File: config.mk
export PLATFORM = sky130hd
export DESIGN_NAME = pwc_top
export DESIGN_NICKNAME = d
export VERILOG_FILES = /design/src/rtl/pwc_pkg.sv /design/src/rtl/pwc_sync.sv /design/src/rtl/pwc_pulse_qual.sv /design/src/rtl/pwc_page_buf.sv /design/src/rtl/pwc_sequencer.sv /design/src/rtl/pwc_top.sv
export SDC_FILE = /design/constraint.sdc
export NUM_CORES = 1
export LEC_CHECK = 0
export BUFFER_PORTS_ARGS = -buffer_cell sky130_fd_sc_hd__buf_2
export CAP_MARGIN = 10
export CELL_PAD_IN_SITES_DETAIL_PLACEMENT = 0
export CELL_PAD_IN_SITES_GLOBAL_PLACEMENT = 1
export CORE_UTILIZATION = 43
export CTS_BUF_LIST = sky130_fd_sc_hd__clkbuf_2
export CTS_CLUSTER_DIAMETER = 30
export CTS_CLUSTER_SIZE = 30
export DETAILED_ROUTE_END_ITERATION = 16
export GPL_TIMING_DRIVEN = 1
export PLACE_DENSITY_LB_ADDON = 0.1
export SKIP_LAST_GASP = 1
export SLEW_MARGIN = 20
export SYNTH_ARGS = -nofsm -noshare
export SYNTH_HDL_FRONTEND = slang
export SYNTH_HIERARCHICAL = 1
export SYNTH_SLANG_ARGS = --single-unit
File: constraint.sdc
create_clock -name clk -period 3.1 [get_ports clk]
set_input_delay 0.155 -clock clk [delete_from_list [all_inputs] [get_ports clk]]
set_output_delay 0.155 -clock clk [all_outputs]
set_load 0.005 [all_outputs]
File: src/rtl/pwc_pkg.sv
// Shared types for the page-write controller.
// Assumes: nothing beyond IEEE 1800-2017.
package pwc_pkg;
    // Write-strobe events seen on the synchronized strobe
    typedef struct packed {
        logic fall;   // strobe went low this cycle
        logic rise;   // strobe went high this cycle
        logic good;   // pulse that just ended was wide enough and well framed
    } we_evt_t;
endpackage

File: src/rtl/pwc_sync.sv
// Two-flop synchronizer for a vector of asynchronous inputs.
// Assumes: multi-bit buses are stable while they are sampled (only the
// single-bit controls need true metastability protection).
module pwc_sync #(
    parameter int W = 1,
    parameter logic [W-1:0] RST_VAL = '0
) (
    input  logic         clk,
    input  logic         rst_n,
    input  logic [W-1:0] d,
    output logic [W-1:0] q
);
    logic [W-1:0] meta_q;

    // Two register stages toward the clk domain
    always_ff @(posedge clk) begin
        if (!rst_n) begin
            meta_q <= RST_VAL;
            q      <= RST_VAL;
        end else begin
            meta_q <= d;
            q      <= meta_q;
        end
    end
endmodule

File: src/rtl/pwc_pulse_qual.sv
// Measures each low phase of the synchronized write strobe. A pulse is
// marked good when it lasted at least MIN_PULSE_CYC cycles, with chip select
// low and output enable high in every cycle. Address and data from the last
// low cycle are held for capture at the rise.
// Assumes: inputs already synchronized and aligned to one another.
module pwc_pulse_qual
    import pwc_pkg::*;
#(
    parameter int MIN_PULSE_CYC = 4,
    parameter int AW = 15,
    parameter int DW = 8
) (
    input  logic          clk,
    input  logic          rst_n,
    input  logic          we_s,
    input  logic          ce_s,
    input  logic          oe_s,
    input  logic [AW-1:0] addr_s,
    input  logic [DW-1:0] din_s,
    output we_evt_t       evt,
    output logic [AW-1:0] cap_addr,
    output logic [DW-1:0] cap_din
);
    localparam int CW = $clog2(MIN_PULSE_CYC + 1);
    localparam logic [CW-1:0] CMAX = CW'(MIN_PULSE_CYC);

    logic          we_d;
    logic [CW-1:0] wcnt;
    logic          frame_ok;
    logic          sel_ok;

    assign sel_ok = ~ce_s & oe_s;

    // Track the low phase: saturating width count, framing flag, bus hold
    always_ff @(posedge clk) begin
        if (!rst_n) begin
            we_d     <= 1'b1;
            wcnt     <= '0;
            frame_ok <= 1'b0;
            cap_addr <= '0;
            cap_din  <= '0;
        end else begin
            we_d <= we_s;
            if (!we_s) begin
                cap_addr <= addr_s;
                cap_din  <= din_s;
                if (we_d) begin
                    wcnt     <= CW'(1);
                    frame_ok <= sel_ok;
                end else begin
                    if (wcnt != CMAX) wcnt <= wcnt + CW'(1);
                    frame_ok <= frame_ok & sel_ok;
                end
            end
        end
    end

    // Edge and quality decode
    always_comb begin
        evt.fall = we_d & ~we_s;
        evt.rise = ~we_d & we_s;
        evt.good = frame_ok & (wcnt >= CMAX);
    end
endmodule

File: src/rtl/pwc_page_buf.sv
// Page buffer: one byte register and one valid bit per slot, plus the page
// address of the last loaded byte. A clear empties it.
// Assumes: PAGE_BYTES is a power of two and at least 2.
module pwc_page_buf #(
    parameter int PAGE_BYTES = 64,
    parameter int AW = 15,
    parameter int DW = 8
) (
    input  logic                         clk,
    input  logic                         rst_n,
    input  logic                         load,
    input  logic [AW-1:0]                load_addr,
    input  logic [DW-1:0]                load_data,
    input  logic                         clr,
    output logic [PAGE_BYTES-1:0]        mask,
    output logic [PAGE_BYTES*DW-1:0]     data,
    output logic [AW-$clog2(PAGE_BYTES)-1:0] page
);
    localparam int SLOT_W = $clog2(PAGE_BYTES);
    localparam int PAGE_AW = AW - SLOT_W;

    logic [SLOT_W-1:0] slot;
    assign slot = load_addr[SLOT_W-1:0];

    // Page address register
    always_ff @(posedge clk) begin
        if (!rst_n || clr) page <= '0;
        else if (load)     page <= load_addr[AW-1:SLOT_W];
    end

    for (genvar g = 0; g < PAGE_BYTES; g++) begin : g_slot
        // Per-slot byte store and valid flag
        always_ff @(posedge clk) begin
            if (!rst_n || clr) begin
                mask[g]            <= 1'b0;
                data[g*DW +: DW]   <= '0;
            end else if (load && slot == SLOT_W'(g)) begin
                mask[g]            <= 1'b1;
                data[g*DW +: DW]   <= load_data;
            end
        end
    end

    logic unused_w;
    assign unused_w = ^PAGE_AW;
endmodule

File: src/rtl/pwc_sequencer.sv
// Power-up inhibit, retriggerable byte-load timer and write-cycle busy timer.
// Decides byte acceptance and issues the one-cycle program strobe.
// Assumes: BLC_CYC >= 2, TWC_CYC >= 1, INIT_CYC >= 1.
module pwc_sequencer
    import pwc_pkg::*;
#(
    parameter int BLC_CYC  = 20000,
    parameter int TWC_CYC  = 1000000,
    parameter int INIT_CYC = 2000000
) (
    input  logic    clk,
    input  logic    rst_n,
    input  we_evt_t evt,
    input  logic    pending,
    output logic    accept,
    output logic    prog_start,
    output logic    busy
);
    localparam int TW = $clog2(BLC_CYC);
    localparam int BW = $clog2(TWC_CYC + 1);
    localparam int IW = $clog2(INIT_CYC + 1);

    logic [IW-1:0] icnt;
    logic          inhibit;
    logic          run;
    logic [TW-1:0] tcnt;
    logic [BW-1:0] bcnt;
    logic          gate;

    assign inhibit = (icnt != IW'(INIT_CYC));
    assign gate    = ~busy & ~inhibit;
    assign accept  = evt.rise & evt.good & gate;

    // Post-reset inhibit counter
    always_ff @(posedge clk) begin
        if (!rst_n)       icnt <= '0;
        else if (inhibit) icnt <= icnt + IW'(1);
    end

    // Byte-load timer, program strobe and busy window
    always_ff @(posedge clk) begin
        if (!rst_n) begin
            run        <= 1'b0;
            tcnt       <= '0;
            prog_start <= 1'b0;
            busy       <= 1'b0;
            bcnt       <= '0;
        end else begin
            prog_start <= 1'b0;
            if (busy) begin
                if (bcnt == '0) busy <= 1'b0;
                else            bcnt <= bcnt - BW'(1);
            end
            if (gate && evt.fall) begin
                run <= 1'b0;
            end else if (gate && evt.rise && (pending || accept)) begin
                run  <= 1'b1;
                tcnt <= '0;
            end else if (run) begin
                if (tcnt == TW'(BLC_CYC - 1)) begin
                    run        <= 1'b0;
                    prog_start <= 1'b1;
                    busy       <= 1'b1;
                    bcnt       <= BW'(TWC_CYC - 1);
                end else begin
                    tcnt <= tcnt + TW'(1);
                end
            end
        end
    end
endmodule

File: src/rtl/pwc_top.sv
// Write-pulse filter and page-load timer of a parallel EEPROM.
// Synchronizes the host controls, qualifies write strobes, fills the page
// buffer and commits the page when the byte-load timer runs out.
// Assumes: defaults sized for a 5 ns sampling clock; address and data held
// stable around the write strobe's rising edge.
module pwc_top #(
    parameter int AW            = 15,
    parameter int DW            = 8,
    parameter int PAGE_BYTES    = 64,
    parameter int MIN_PULSE_CYC = 4,
    parameter int BLC_CYC       = 20000,
    parameter int TWC_CYC       = 1000000,
    parameter int INIT_CYC      = 2000000
) (
    input  logic                             clk,
    input  logic                             rst_n,
    input  logic                             we_n,
    input  logic                             ce_n,
    input  logic                             oe_n,
    input  logic [AW-1:0]                    addr,
    input  logic [DW-1:0]                    din,
    output logic                             prog_start,
    output logic                             busy,
    output logic [AW-$clog2(PAGE_BYTES)-1:0] prog_page,
    output logic [PAGE_BYTES-1:0]            prog_mask,
    output logic [PAGE_BYTES*DW-1:0]         prog_data
);
    import pwc_pkg::*;

    logic [2:0]       ctl_s;
    logic [AW+DW-1:0] bus_s;
    we_evt_t          evt;
    logic [AW-1:0]    cap_addr;
    logic [DW-1:0]    cap_din;
    logic             accept;

    pwc_sync #(.W(3), .RST_VAL(3'b111)) u_ctl_sync (
        .clk(clk), .rst_n(rst_n), .d({we_n, ce_n, oe_n}), .q(ctl_s)
    );

    pwc_sync #(.W(AW+DW), .RST_VAL('0)) u_bus_sync (
        .clk(clk), .rst_n(rst_n), .d({addr, din}), .q(bus_s)
    );

    pwc_pulse_qual #(.MIN_PULSE_CYC(MIN_PULSE_CYC), .AW(AW), .DW(DW)) u_qual (
        .clk(clk), .rst_n(rst_n),
        .we_s(ctl_s[2]), .ce_s(ctl_s[1]), .oe_s(ctl_s[0]),
        .addr_s(bus_s[AW+DW-1:DW]), .din_s(bus_s[DW-1:0]),
        .evt(evt), .cap_addr(cap_addr), .cap_din(cap_din)
    );

    pwc_sequencer #(.BLC_CYC(BLC_CYC), .TWC_CYC(TWC_CYC), .INIT_CYC(INIT_CYC)) u_seq (
        .clk(clk), .rst_n(rst_n), .evt(evt), .pending(|prog_mask),
        .accept(accept), .prog_start(prog_start), .busy(busy)
    );

    pwc_page_buf #(.PAGE_BYTES(PAGE_BYTES), .AW(AW), .DW(DW)) u_buf (
        .clk(clk), .rst_n(rst_n),
        .load(accept), .load_addr(cap_addr), .load_data(cap_din),
        .clr(prog_start),
        .mask(prog_mask), .data(prog_data), .page(prog_page)
    );
endmodule

==> insert_results.sql <==
INSERT INTO impl_metrics (metric_group, metric, value, unit) VALUES
('clock_network', 'cts.path.max_buffers', '3', ''),
('sta', 'finalHoldViolCount', '0', ''),
('routing', 'post-route-drc-count', '0', ''),
('routing', 'detailedRoute.firstIterationViolations', '1255', ''),
('job', 'max_cap_violations', '0', ''),
('global_routing', 'antenna_violations_before_repair', '1', ''),
('clock_network', 'cts_made_buffers', '146', ''),
('floorplan', 'start_util', '0.437', ''),
('placed_design', 'place_congestion', '0.845', ''),
('routing', 'first_pass_iters', '5', ''),
('synthesis', 'postSynth.topFlopCell', 'sky130_fd_sc_hd__dfxtp_1', ''),
('clock_network', 'postCtsSetupRepairBufs', '0', ''),
('synthesis', 'synth-seq-cells', '724', ''),
('hold_path', 'min_from', 'rst_n', ''),
('global_routing', 'grt_usage', '0.294', ''),
('synthesis', 'synth-edff-count', '0', ''),
('layout', 'num-fill-cells', '5529', ''),
('routing', 'postRouteAntennaNets', '0', ''),
('power_and_ir_drop', 'total_power', '17900', 'µW'),
('synthesis', 'synth_area_leader_cell', 'sky130_fd_sc_hd__dfxtp_1', ''),
('sta', 'skew', '0.116', 'ns'),
('floorplan', 'fp.dieArea', '62500', 'µm²'),
('worst_setup_path', 'critPathLaunch', 'u_buf/mask[14]', ''),
('synthesis', 'ys_seq_area_frac', '0.548', ''),
('placed_design', 'dpl.hpwl', '64.1', 'mm'),
('clock_network', 'clock_sinks', '724', ''),
('global_routing', 'grt_first_pass_wirelength', '138', 'mm'),
('floorplan', 'coreArea', '60600', 'µm²'),
('sta', 'timing.final.crit_share', '0.952', ''),
('global_routing', 'grt_start_max_net_pins', '182', ''),
('layout', 'drive_above_1_share', '0.310', ''),
('routing', 'detailroute.via_count', '21800', ''),
('synthesis', 'asyncSetResetFlopFracSynth', '0', ''),
('floorplan', 'die_width', '250', 'µm'),
('floorplan', 'fp-row-count', '90', ''),
('synthesis', 'synthTopCellsByArea', 'sky130_fd_sc_hd__dfxtp_1 55%, sky130_fd_sc_hd__mux2i_1 21%, sky130_fd_sc_hd__nand2_1 7.8%', ''),
('synthesis', 'yosysTopAreaCellShare', '0.548', ''),
('synthesis', 'netlist_instances', '2573', ''),
('power_and_ir_drop', 'p_per_area', '536', 'nW/µm²'),
('sta', 'timing.max_slew.rel_slack', '0.258', ''),
('worst_setup_path', 'critPathCaptureType', 'flop', ''),
('worst_setup_path', 'critical_path_peak_fanout', '9', ''),
('sta', 'finalSetupTns', '0', 'ns'),
('worst_setup_path', 'critPathArrivalTime', '4.17', 'ns'),
('synthesis', 'syn_area_per_cell', '10.3', 'µm²'),
('clock_network', 'htree_num_levels', '4', ''),
('placed_design', 'place.detailed.instances', '3856', ''),
('layout', 'multiInputGateArea', '11300', 'µm²'),
('floorplan', 'die_boundary_height', '250', 'µm'),
('clock_network', 'clk-insertion-delay-late', '1.34', 'ns'),
('routing', 'avgViaCountPerCell', '5.19', ''),
('layout', 'final_net_count', '3337', ''),
('layout', 'final_common_cell', 'sky130_fd_sc_hd__dfxtp_1', ''),
('layout', 'register_area', '14500', 'µm²'),
('sta', 'maxClockFrequency', '339', 'MHz'),
('worst_setup_path', 'rr_startpoint', 'u_buf/mask[14]', ''),
('status', 'outcome', 'complete, no violations', ''),
('synthesis', 'ys.warnings.count', '6', ''),
('sta', 'max_slew.worst_pin.slew', '1.11', 'ns'),
('sta', 'setup_repair_after_global_routing_missed_its_margin', 'no', ''),
('layout', 'area_growth_syn_to_layout', '26.2', '%'),
('global_routing', 'total_congestion_overflow_after_global_routing', '0', ''),
('sta', 'final_critical_path_setup_slack', '0.149', 'ns'),
('clock_network', 'clock_tree_from_tritoncts', 'done', ''),
('power_and_ir_drop', 'cellLeakagePower', '0.0179', 'µW'),
('worst_setup_path', 'timing.setup.critical_path_class', 'reg2reg', ''),
('global_routing', 'vias_in_the_first_global_route', '21300', ''),
('synthesis', 'syn-num-nets', '2608', ''),
('routing', 'routed_wirelength', '94.3', 'mm'),
('sta', 'setup_viol', '0', ''),
('placed_design', 'pre_cts_ws', '0.151', 'ns');
sequential cells by signal (all words and copies together), names as in the netlist, 3 cells and up:
register / flops
u_qual/cap_din: 8
u_ctl_sync/meta_q: 3
u_seq/tcnt: 15
u_seq/bcnt: 20
u_buf/page: 9
u_buf/data: 512
u_seq/icnt: 21
u_ctl_sync/q: 3
u_bus_sync/meta_q: 23
u_bus_sync/q: 23
u_qual/cap_addr: 15
u_buf/mask: 64
u_qual/wcnt: 3
metrics by stage:
stage	instance area (µm²)	hold WS [ns]	utilization
final	33400	0.216	0.551
after floorplan	26500	0.228	-
after CTS	33400	0.0720	0.551
after global routing	33400	0.181	0.551
after global placement	30500	0.337	0.503
after detailed placement	30500	0.340	0.503
kinds of logic (layout without fill, tap and decap cells):
kind of cell | Yosys count | in the layout | synth area share
other cells | 0 | 1 | 0
buf+inv | 180 | 1027 | 0.0294
flops | 724 | 724 | 0.548
simple gates | 939 | 939 | 0.170
mux | 546 | 546 | 0.207
fa+ha+maj | 7 | 7 | 0.00331
compound gates | 157 | 157 | 0.0361
xor+xnor | 20 | 20 | 0.00662
worst max-delay path, stage by stage (launching register included):
cell and delay [ns]:
sky130_fd_sc_hd__dfxtp_1 0.36, sky130_fd_sc_hd__nor4_1 0.42, sky130_fd_sc_hd__nand4_1 0.30, sky130_fd_sc_hd__or4_1 0.56
sky130_fd_sc_hd__o21ai_1 0.25, sky130_fd_sc_hd__or2_2 0.18, sky130_fd_sc_hd__o41ai_2 0.17, sky130_fd_sc_hd__or4_1 0.58
sky130_fd_sc_hd__nand2_1 0.08
Yosys cell counts (3+ instances only):
| master | number |
|---|---|
| sky130_fd_sc_hd__o211ai_1 | 4 |
| sky130_fd_sc_hd__clkbuf_1 | 125 |
| sky130_fd_sc_hd__or4_1 | 14 |
| sky130_fd_sc_hd__inv_1 | 13 |
| sky130_fd_sc_hd__buf_2 | 26 |
| sky130_fd_sc_hd__nor2b_1 | 30 |
| sky130_fd_sc_hd__buf_6 | 6 |
| sky130_fd_sc_hd__and3b_1 | 3 |
| sky130_fd_sc_hd__o31ai_1 | 9 |
| sky130_fd_sc_hd__and4_1 | 4 |
| sky130_fd_sc_hd__nand3b_1 | 3 |
| sky130_fd_sc_hd__o21a_1 | 3 |
| sky130_fd_sc_hd__and2_2 | 46 |
| sky130_fd_sc_hd__clkbuf_2 | 4 |
| sky130_fd_sc_hd__or3_1 | 19 |
| sky130_fd_sc_hd__ha_1 | 7 |
| sky130_fd_sc_hd__nand2_2 | 52 |
| sky130_fd_sc_hd__mux2i_1 | 545 |
| sky130_fd_sc_hd__nand2b_1 | 12 |
| sky130_fd_sc_hd__xor2_1 | 12 |
| sky130_fd_sc_hd__and4b_1 | 5 |
| sky130_fd_sc_hd__a31oi_1 | 4 |
| sky130_fd_sc_hd__a21oi_1 | 92 |
| sky130_fd_sc_hd__and4bb_2 | 6 |
| sky130_fd_sc_hd__nand3_1 | 15 |
| sky130_fd_sc_hd__dfxtp_1 | 724 |
| sky130_fd_sc_hd__and2_1 | 3 |
| sky130_fd_sc_hd__nor2_1 | 101 |
| sky130_fd_sc_hd__nor3_1 | 11 |
| sky130_fd_sc_hd__or4b_1 | 4 |
| sky130_fd_sc_hd__o21ai_0 | 17 |
| sky130_fd_sc_hd__or2_2 | 5 |
| sky130_fd_sc_hd__buf_4 | 5 |
| sky130_fd_sc_hd__o41ai_1 | 4 |
| sky130_fd_sc_hd__and3_1 | 3 |
| sky130_fd_sc_hd__nor4_1 | 22 |
| sky130_fd_sc_hd__xnor2_1 | 8 |
| sky130_fd_sc_hd__o21ai_1 | 3 |
| sky130_fd_sc_hd__nand2_1 | 550 |
| sky130_fd_sc_hd__nand4_1 | 14 |
| sky130_fd_sc_hd__nor4b_4 | 3 |
layer usage:
layer / part of all wire / up-vias / GRT usage
met3: 0.073 / 149 / 0.0887
met2: 0.48 / 751 / 0.488
met1: 0.41 / 10600 / 0.352
met4: 0.037 / 0 / 0.125
met5: 0 / - / 0
li1: - / 10300 / -
final timing paths:
kind / endpoint / slack, ns / cells after the start
hold / removal: u_buf/data[322] / 0.22 / 6
setup / recovery: u_seq/tcnt[9] / 0.15 / 8
setup reg to reg: u_seq/tcnt[9] / 0.15 / 8
hold reg to reg: u_ctl_sync/q[2] / 0.44 / 1
where the power goes:
| group | switching [µW] | internal, µW |
|---|---|---|
| logic | 243 | 153 |
| registers | 18.4 | 9340 |
| clock network | 3950 | 4170 |
| total | 4210 | 13700 |
layout make-up:
cell class,count,share of cell area
tap,782,0.0293
sequential,724,0.434
clock inverter,93,0.0373
inverter,14,0.00157
timing repair buffer,747,0.134
antenna,1,0.0000749
multi-input combinational,1669,0.338
clock buffer,173,0.0259
what timing repair did:
item,in CTS,in global routing
setup endpoints to repair,0,3
hold endpoints to repair,677,0
gates resized for setup,0,1
hold buffers,80,0
Power figures use the tool's default switching activity.
